==> src/rtl/masp_pkg.sv <==
package masp_pkg;
    localparam int ADDR_W    = 64;
    localparam int SIZE_W    = 5;
    localparam int MAX_BYTES = 16;

    typedef logic [ADDR_W-1:0] addr_t;
    typedef logic [SIZE_W-1:0] size_t;

    typedef enum logic [2:0] {
        CLS_NORMAL = 3'd0,
        CLS_ATOMIC = 3'd1,
        CLS_FP     = 3'd2,
        CLS_SIMD   = 3'd3,
        CLS_IFETCH = 3'd4
    } acc_class_e;

    typedef enum logic [1:0] {
        ST_IDLE,
        ST_HEAD,
        ST_TAIL
    } split_state_e;

    typedef struct packed {
        addr_t start;
        size_t len;
        logic  second;
        logic  last;
        logic  two_lookup;
    } sub_req_t;

    function automatic logic size_legal(size_t s);
        return (s != '0) && (s <= size_t'(MAX_BYTES));
    endfunction

    function automatic logic size_is_pow2(size_t s);
        return (s != '0) && ((s & (s - size_t'(1))) == '0);
    endfunction

    function automatic logic misaligned_to(size_t addr_lo, size_t s);
        return (addr_lo & (s - size_t'(1))) != '0;
    endfunction
endpackage

==> src/rtl/masp_fault_check.sv <==
module masp_fault_check
    import masp_pkg::*;
(
    input  logic [SIZE_W-1:0] addr_lo_i,
    input  size_t             size_i,
    input  logic [2:0]        class_i,
    output logic              fault_o
);
    acc_class_e cls;
    logic       class_fault;

    assign cls = acc_class_e'(class_i);

    always_comb begin
        class_fault = 1'b0;
        case (cls)
            CLS_ATOMIC: class_fault = !size_is_pow2(size_i) || misaligned_to(addr_lo_i, size_i);
            CLS_FP:     class_fault = (size_i == size_t'(MAX_BYTES)) && (addr_lo_i[3:0] != 4'd0);
            CLS_IFETCH: class_fault = (addr_lo_i[1:0] != 2'd0);
            default:    class_fault = 1'b0;
        endcase
    end

    assign fault_o = !size_legal(size_i) || class_fault;
endmodule

==> src/rtl/masp_bound_cross.sv <==
module masp_bound_cross
    import masp_pkg::*;
#(
    parameter int GRAN_BYTES = 64
) (
    input  logic [$clog2(GRAN_BYTES)-1:0] off_i,
    input  size_t                         size_i,
    output logic                          cross_o
);
    localparam int OW = $clog2(GRAN_BYTES);
    localparam int SW = OW + 2;

    logic [SW-1:0] reach;

    assign reach   = SW'(off_i) + SW'(size_i);
    assign cross_o = reach > SW'(GRAN_BYTES);
endmodule

==> src/rtl/masp_split_calc.sv <==
module masp_split_calc
    import masp_pkg::*;
#(
    parameter int LINE_BYTES = 64,
    parameter int PAGE_BYTES = 4096
) (
    input  addr_t    addr_i,
    input  size_t    size_i,
    output sub_req_t head_o,
    output sub_req_t tail_o
);
    localparam int LINE_W = $clog2(LINE_BYTES);
    localparam int HW     = LINE_W + 1;

    logic [1:0] cross_vec;
    logic [HW-1:0] room;
    size_t head_len;
    addr_t line_base;

    for (genvar g = 0; g < 2; g++) begin : g_bound
        localparam int GB  = (g == 0) ? LINE_BYTES : PAGE_BYTES;
        localparam int GBW = $clog2(GB);
        masp_bound_cross #(.GRAN_BYTES(GB)) u_bc (
            .off_i   (addr_i[GBW-1:0]),
            .size_i  (size_i),
            .cross_o (cross_vec[g])
        );
    end

    assign room      = HW'(LINE_BYTES) - HW'(addr_i[LINE_W-1:0]);
    assign head_len  = cross_vec[0] ? SIZE_W'(room) : size_i;
    assign line_base = addr_i & ~addr_t'(LINE_BYTES - 1);

    always_comb begin
        head_o.start      = addr_i;
        head_o.len        = head_len;
        head_o.second     = 1'b0;
        head_o.last       = !cross_vec[0];
        head_o.two_lookup = cross_vec[1];

        tail_o.start      = line_base + addr_t'(LINE_BYTES);
        tail_o.len        = size_i - head_len;
        tail_o.second     = 1'b1;
        tail_o.last       = 1'b1;
        tail_o.two_lookup = cross_vec[1];
    end
endmodule

==> src/rtl/masp_far.sv <==
module masp_far
    import masp_pkg::*;
(
    input  logic  clk,
    input  logic  rst,
    input  logic  capture_i,
    input  addr_t addr_i,
    output addr_t far_o
);
    always_ff @(posedge clk) begin
        if (rst)
            far_o <= '0;
        else if (capture_i)
            far_o <= addr_i;
    end

    // value only moves on a capture
    assert_far_hold_R11: assert property (@(posedge clk) disable iff (rst)
        (!$past(rst) && !$past(capture_i)) |-> $stable(far_o));
endmodule

==> src/rtl/masp_align_split.sv <==
module masp_align_split
    import masp_pkg::*;
#(
    parameter int LINE_BYTES = 64,
    parameter int PAGE_BYTES = 4096
) (
    input  logic                          clk,
    input  logic                          rst,
    input  logic                          req_valid,
    output logic                          req_ready,
    input  logic [63:0]                   req_addr,
    input  logic [4:0]                    req_size,
    input  logic [2:0]                    req_class,
    output logic                          sub_valid,
    input  logic                          sub_ready,
    output logic [63:0]                   sub_line_addr,
    output logic [$clog2(LINE_BYTES)-1:0] sub_offset,
    output logic [4:0]                    sub_len,
    output logic                          sub_second,
    output logic                          sub_last,
    output logic                          sub_two_lookup,
    output logic                          fault_pulse,
    output logic [63:0]                   far_addr
);
    localparam int LINE_W = $clog2(LINE_BYTES);
    localparam int FW     = LINE_W + 2;

    split_state_e state_q;
    sub_req_t     head_c, tail_c, head_q, tail_q, cur;
    logic         fault_c, accept, handoff, fault_q;

    masp_fault_check u_fault (
        .addr_lo_i (req_addr[SIZE_W-1:0]),
        .size_i    (req_size),
        .class_i   (req_class),
        .fault_o   (fault_c)
    );

    masp_split_calc #(.LINE_BYTES(LINE_BYTES), .PAGE_BYTES(PAGE_BYTES)) u_split (
        .addr_i (req_addr),
        .size_i (req_size),
        .head_o (head_c),
        .tail_o (tail_c)
    );

    masp_far u_far (
        .clk       (clk),
        .rst       (rst),
        .capture_i (accept && fault_c),
        .addr_i    (req_addr),
        .far_o     (far_addr)
    );

    assign req_ready = (state_q == ST_IDLE);
    assign accept    = req_valid && req_ready;
    assign sub_valid = (state_q != ST_IDLE);
    assign handoff   = sub_valid && sub_ready;
    assign cur       = (state_q == ST_TAIL) ? tail_q : head_q;

    always_ff @(posedge clk) begin
        if (rst) begin
            state_q <= ST_IDLE;
            fault_q <= 1'b0;
            head_q  <= '0;
            tail_q  <= '0;
        end else begin
            fault_q <= accept && fault_c;
            case (state_q)
                ST_IDLE: begin
                    if (accept && !fault_c) begin
                        head_q  <= head_c;
                        tail_q  <= tail_c;
                        state_q <= ST_HEAD;
                    end
                end
                ST_HEAD: begin
                    if (handoff)
                        state_q <= head_q.last ? ST_IDLE : ST_TAIL;
                end
                ST_TAIL: begin
                    if (handoff)
                        state_q <= ST_IDLE;
                end
                default: state_q <= ST_IDLE;
            endcase
        end
    end

    assign sub_line_addr  = cur.start & ~addr_t'(LINE_BYTES - 1);
    assign sub_offset     = cur.start[LINE_W-1:0];
    assign sub_len        = cur.len;
    assign sub_second     = cur.second;
    assign sub_last       = cur.last;
    assign sub_two_lookup = cur.two_lookup;
    assign fault_pulse    = fault_q;

    // normal and SIMD classes with a legal size never fault
    assert_plain_nofault_R1: assert property (@(posedge clk) disable iff (rst)
        (accept && (req_class == 3'd0 || req_class == 3'd3) && req_size != 5'd0 && req_size <= 5'd16)
        |=> !fault_pulse);

    // misaligned fetch always faults
    assert_fetch_fault_R4: assert property (@(posedge clk) disable iff (rst)
        (accept && req_class == 3'd4 && req_addr[1:0] != 2'd0) |=> fault_pulse);

    // a sub-request never runs past its line
    assert_fits_line_R7: assert property (@(posedge clk) disable iff (rst)
        sub_valid |-> (FW'(sub_offset) + FW'(sub_len) <= FW'(LINE_BYTES)));

    // upper half starts at the line base
    assert_tail_base_R7: assert property (@(posedge clk) disable iff (rst)
        (sub_valid && sub_second) |-> (sub_offset == '0));

    // fields hold under backpressure
    assert_hold_R9: assert property (@(posedge clk) disable iff (rst)
        (sub_valid && !sub_ready) |=> (sub_valid && $stable(sub_line_addr) &&
                                       $stable(sub_offset) && $stable(sub_len)));

    // last handoff frees the request port
    assert_release_R9: assert property (@(posedge clk) disable iff (rst)
        (sub_valid && sub_ready && sub_last) |=> req_ready);

    // fault pulse follows an accepted request and no sub-request goes out
    assert_fault_src_R10: assert property (@(posedge clk) disable iff (rst)
        fault_pulse |-> ($past(req_valid && req_ready) && !sub_valid));
endmodule

==> config.mk <==
export PLATFORM = sky130hd
export DESIGN_NAME = masp_align_split
export DESIGN_NICKNAME = d
export VERILOG_FILES = /design/src/rtl/masp_pkg.sv /design/src/rtl/masp_fault_check.sv /design/src/rtl/masp_bound_cross.sv /design/src/rtl/masp_split_calc.sv /design/src/rtl/masp_far.sv /design/src/rtl/masp_align_split.sv
export SDC_FILE = /design/constraint.sdc
export NUM_CORES = 1
export LEC_CHECK = 0
export ABC_AREA = 0
export BUFFER_PORTS_ARGS = -buffer_cell sky130_fd_sc_hd__buf_4
export CAP_MARGIN = 40
export CORE_ASPECT_RATIO = 1.4
export CORE_MARGIN = 2
export CORE_UTILIZATION = 53
export CTS_BUF_LIST = sky130_fd_sc_hd__clkbuf_8
export DETAILED_ROUTE_END_ITERATION = 6
export PLACE_DENSITY = 0.8
export SYNTH_ARGS = -nofsm -noshare
export SYNTH_HDL_FRONTEND = slang
export SYNTH_HIERARCHICAL = 1
export SYNTH_SLANG_ARGS = --single-unit
==> constraint.sdc <==
create_clock -name clk -period 2.8 [get_ports clk]
set_clock_uncertainty 0.15 [all_clocks]
set_input_delay 0 -clock clk [delete_from_list [all_inputs] [get_ports clk]]
set_output_delay 0 -clock clk [all_outputs]
set_load 0.01 [all_outputs]
# Yosys cells after proc, flatten, opt, wreduce, memory -nomap -nowiden
# Index checks and enable logic that the tools add are counted.
# totals
register_bits	208
in_bits	76
output_inout_bits	145
word_cells	60
# op_classes
addsub	6
n_lt_le_gt_ge	3
n_eq_ne	9
muxes	8
bitwise	2
reduce_logical	22
# op_table
op	n
2-to-1 mux 72 bit	1
adder 64 x 7 -> 64 bit, second input constant	1
greater-than comparator 14 x 13 -> 1 bit, second input constant	1
adder 12 x 5 -> 13 bit	1
bitwise AND 5 bit	2
nonzero test 5 bit	2
greater-than comparator 8 x 7 -> 1 bit, second input constant	1
2-to-1 mux 2 bit	4
adder 6 x 5 -> 7 bit	1
logical AND 1 bit	7
case mux 2 bit (3 select lines)	1
== test 5 bit, second input constant	1
<= comparator 5 bit, second input constant	1
zero test 5 bit	1
2-to-1 mux 5 bit	1
subtractor 1 x 5 -> 5 bit, first input constant	1
subtractor 5 x 1 -> 5 bit, second input constant	1
subtractor 5 bit	1
zero test 1 bit	4
!= test 2 bit, second input constant	2
nonzero test 2 bit	2
nonzero test 4 bit	1
== test 3 x 1 -> 1 bit, second input constant	1
== test 3 x 2 -> 1 bit, second input constant	1
9 further kinds	10

# Logic depth before layout (Yosys ltp)
# depth
ltp_word	12
mapped_depth	19
ltp_nobuf	18

# Hierarchy
# Netlist, hierarchy kept.
# by_module_without_submodules
module	instances	cells_each	area_per_inst_um2	seq_area_each_um2
masp_align_split	1	725	7435.9	2942.8
masp_far	1	206	2290.9	1281.2
masp_split_calc	1	309	2147.1	0.0
masp_fault_check	1	29	247.7	0.0
masp_bound_cross at u_split.g_bound[0].u_bc	1	25	196.4	0.0
masp_bound_cross at u_split.g_bound[1].u_bc	1	23	195.2	0.0

# Worst setup path before layout
# OpenSTA, ideal clock, no wires.
# synth_timing
kind	input to register
from	in req_size[0]
to	reg tail_q[7] in the netlist's numbering
t_arrival_ns	2.681
required_time_ns	2.578
path_slack_ns	-0.103
cell_stages	18
path_cell_list	ha_1 -> inv_1 -> fa_1 -> nor2b_1 -> o21ai_0 -> a21oi_1 -> o21ai_0 -> a21oi_1 -> clkbuf_1 -> o21ai_0 -> ha_1 -> fa_1 -> inv_1 -> a21o_1 -> a21oi_1 -> xnor2_1 -> nand2b_1 -> mux2i_1
# synth_lines
item	line_no	rtl
start: declaration	masp_align_split.sv:12	input logic [4:0] req_size,
end signal: assignment	masp_align_split.sv:72	tail_q <= tail_c;
end: declaration	masp_align_split.sv:29	sub_req_t head_c, tail_c, head_q, tail_q, cur;

# Worst setup path in the final report
# layout_timing
from	in req_addr[2]
to	reg head_q[70] in the netlist's numbering
# layout_via
elab_chain_len	8
elab_cells_between_ends	10
# layout_lines
item	line_no	rtl
start: declaration	masp_align_split.sv:11	input logic [63:0] req_addr,
bitwise AND 5 bit	masp_pkg.sv:40	return (addr_lo & (s - size_t'(1))) != '0;
nonzero test 5 bit	masp_pkg.sv:40	
logical OR 1 bit	masp_fault_check.sv:17	CLS_ATOMIC: class_fault = !size_is_pow2(size_i) || misaligned_to(addr_lo_i, size_i);
case mux 1 bit (3 select lines) *	masp_fault_check.sv:16	case (cls)
logical OR 1 bit *	masp_fault_check.sv:24	assign fault_o = !size_legal(size_i) || class_fault;
via fault_c	masp_align_split.sv:30	logic fault_c, accept, handoff, fault_q;
zero test 1 bit *	masp_align_split.sv:70	if (accept && !fault_c) begin
logical AND 1 bit *	masp_align_split.sv:70	
AND reduction 2 bit (no source line) *	-	
end signal: assignment	masp_align_split.sv:64	head_q <= '0;
end signal: assignment	masp_align_split.sv:71	head_q <= head_c;
end: declaration	masp_align_split.sv:29	
# Mark *: on every way through the listed nets, which the timed path passes. The rest lies on a longest branch.
# A chain may end at the register's enable or synchronous reset.

==> results by group <==
Timing
  • Slew at the pin closest to its max-slew limit: 608.2 ps
  • Final hold vios: 0
  • Final setup fails: 0
  • Final worst slack: approximately 120 ps
  • Slew Viols, Final: 0
  • Minimum clock period: 2685 ps
  • Slew Limit Headroom: 59.45%
  • Fmax: 372.5 MHz
  • Period utilization: a little over nine tenths
  • RSZ-0062 raised after global routing: false
  • Worst hold slack: between 60 and 70 ps

GRT
  • Vias in the first global route: 9540
  • First-pass GRT wire length: 46620 um
  • Initial antenna violation count: 0
  • Grt total ovfl: 0
  • Total GRT Usage: ~23%
  • Largest net degree at the start of global routing: between 100 and 150

Setup path
  • Endpoint class of the critical path: register
  • Critical-path cell list: buf_4 -> dlygate4sd3_1 -> buf_4 -> and2b_1 -> a2111o_1 -> o41ai_4 -> nand4_1 -> nor4b_4 -> buf_4 -> buf_12 -> buf_12 -> mux2i_1
  • Crit. path cell count: 12
  • Largest stage delay, worst path: roughly 560 ps
  • Worst reg2reg path depth: 5
  • CP startpoint kind: input pin
  • Critical Path Fanout Max: 9
  • Cell family with most CP delay: buffers and inverters
  • Worst EP required: between 3000 and 4000 ps
  • CP dominant cell by count: buf_4
  • CP Data Arrival Time: slightly below 3000 ps
  • Crit path kind: in -> reg
  • Max stage delay cell, worst path: dlygate4sd3_1
  • Worst Path Buf+Inv: 6

Final layout
  • Layout cells sized above 1: between 20% and 30%
  • Finished Cell Area: between 0.015 and 0.02 sq mm
  • Fill count: around 1700
  • Final net count: between 1500 and 2000
  • Non-Filler Instances: around 1900
  • Area delta synth->final: 25.91%

Placement
  • Port bufs: between 200 and 250
  • GP Congestion: between 0.8 and 0.9
  • Post-Place Cell Area: between 0.01 and 0.015 sq mm
  • Place WS: -348.5 ps
  • Dpl cells: about 1700
  • Post-DP HPWL: 19860 um

Route
  • Routed vias: 9695
  • Vias/cell: a little over 5
  • Drt total wl: approximately 31000 um
  • DR pass1 iterations: 4
  • Antenna viol nets, final: 0
  • Residual DRC: 0
  • 1st-iter DRT viols: around 420
  • Drt wl/cell: 16.24 um

Die
  • Die W: around 130 um
  • Die H: 185.8 um
  • Initial core utilization: a little over half
  • Core Box Area: between 0.02 and 0.025 sq mm
  • I/O pins: around 220
  • Std-Cell Rows: 66
  • Die area: ~0.025 sq mm

Yosys
  • Mean Syn Cell Area: 9.501 sq um
  • Post-synth EDFFs: 0
  • Largest area contributor in the netlist: dfxtp_1
  • Gate Count Post-Synth: approximately 1300
  • Syn. warnings: 6
  • Post-synthesis sequential area ratio: 33.76%
  • Ys flop type: dfxtp_1
  • Fraction of registers with async set/reset: 0%
  • Synthesized flop and latch total: roughly 210
  • Post-Syn Area: between 0.01 and 0.015 sq mm
  • Top cells by area, synth: dfxtp_1, mux2i_1, nand2b_1
  • Share of the synthesized area in the top cell type: 33.76%
  • Distinct cell type count of the synthesized netlist: just under 60

Clock tree
  • Number of buffers created by CTS: 34
  • Clk slew on worst S/H paths: about 60 ps
  • Clock Path Buffers: 3
  • CTS tree: yes
  • Clk_lat worst skew: approximately 500 ps
  • CTS root buf: clkbuf_8
  • Clock tree sinks: between 200 and 250
  • H-Tree Level Count: 2

Outcome
  • Status: completed

Run
  • Max Cap Viol: 0

Min path
  • Hold WC Path Type: in -> reg
  • Worst hold path depth: 7

Pwr
  • Pwr dens: 479.5 mW/mm^2
  • Total Power: ~7.6 mW
  • Maximum VDD drop: 0.3619 mV
  • Pleak: just under 7 nW
-- state kept, by name, indices dropped and copies added, names as in the netlist --
signal / flops
state_q: 2
tail_q: 72
head_q: 72
u_far/far_o: 64
fault_pulse: 1
-- power by group --
part | internal [mW] | switching (mW) | total [mW]
logic | 0.860 | 0.751 | 1.61
clock network | 1.45 | 1.21 | 2.66
registers | 3.19 | 0.0957 | 3.28
-- final timing paths --
path	startpoint	end	slack, ps
worst max-delay path	req_addr[2]	head_q[70]	120
worst min-delay path	req_size[2]	head_q[5]	60
worst max register to register	state_q[1]	u_far/far_o[54]	920
worst min register to register	tail_q[53]	tail_q[53]	320
-- stage by stage --
| stage | util (%) | setup TNS [ps] |
|---|---|---|
| final | 67.90 | 0 |
| after global routing | 67.89 | 0 |
| after CTS | 66.42 | 0 |
| after detailed placement | 60.50 | -34430 |
| after global placement | 60.50 | -30530 |
| after floorplan | - | 0 |
-- worst min-delay path, cell delays in order --
cell and delay (ps):
buf_4 110, buf_4 140, mux2i_2 80, buf_4 130, inv_1 40, nand2b_1 40
mux2i_1 120
-- cells in the final DEF (no fill, tap or decap), types with 23 or more instances in the layout --
cell / synthesis / final
clkbuf_8: 0 / 42
xnor2_1: 32 / 32
nand2_1: 24 / 24
mux2_2: 51 / 51
dlygate4sd3_1: 0 / 68
xor2_1: 34 / 34
nor2_1: 93 / 93
nand2b_1: 290 / 289
mux2_1: 23 / 23
dfxtp_1: 211 / 211
inv_1: 32 / 45
mux2i_1: 211 / 208
buf_4: 91 / 247
-- cells by family (layout without fill, tap and decap cells) --
kind of cell / Yosys count / in the layout / share of synthesized area, %
AO/OA/AOI/OAI: 26 / 26 / 1.460
AND/OR/NAND/NOR: 512 / 512 / 24.20
flip-flops: 211 / 211 / 33.76
multiplexers: 285 / 285 / 23.54
XOR/XNOR: 66 / 66 / 4.620
other: 3 / 16 / 0.08998
buffers and inverters: 187 / 437 / 9.459
adder cells (fa/ha/maj): 27 / 27 / 2.880
-- Yosys cell counts (all sizes together) (9+ instances only) --
master,instances
a21oi,9
buf,120
clkbuf,35
dfxtp,211
ha,24
inv,32
mux2,74
mux2i,211
nand2,24
nand2b,290
nand3,22
nand4,20
nor2,93
nor3,19
nor4,10
xnor2,32
xor2,34
-- metal layers --
metal  wire (um)  up-vias  track usage (%)  share of wire (%)
met2       15800      244            41.93                 52
met3        1300       73            3.922                4.2
met5           0        -                0                  0
met4        1007        0            9.319                3.3
met1       12520     4612            26.16                 41
li1            -     4766                -                  -
-- timing repair --
| item | in CTS | in global routing |
|---|---|---|
| setup endpoints to repair | 0 | 47 |
| hold endpoints to repair | 194 | 0 |
| hold buffers | 69 | 0 |
| resized for setup | 0 | 24 |
| setup buffers | 0 | 4 |
-- final cells by class --
cell class	count	area (sq um)	area share, %
antenna	1	2.502	0.01588
clock buffer	42	578.1	3.669
clock inverter	18	103.9	0.6592
inverter	32	120.1	0.7624
multi-input combinational	931	7217	45.81
sequential	211	4224	26.81
tap	306	382.9	2.430
timing repair buffer	345	3127	19.85
(Power assumes the default switching activity.)
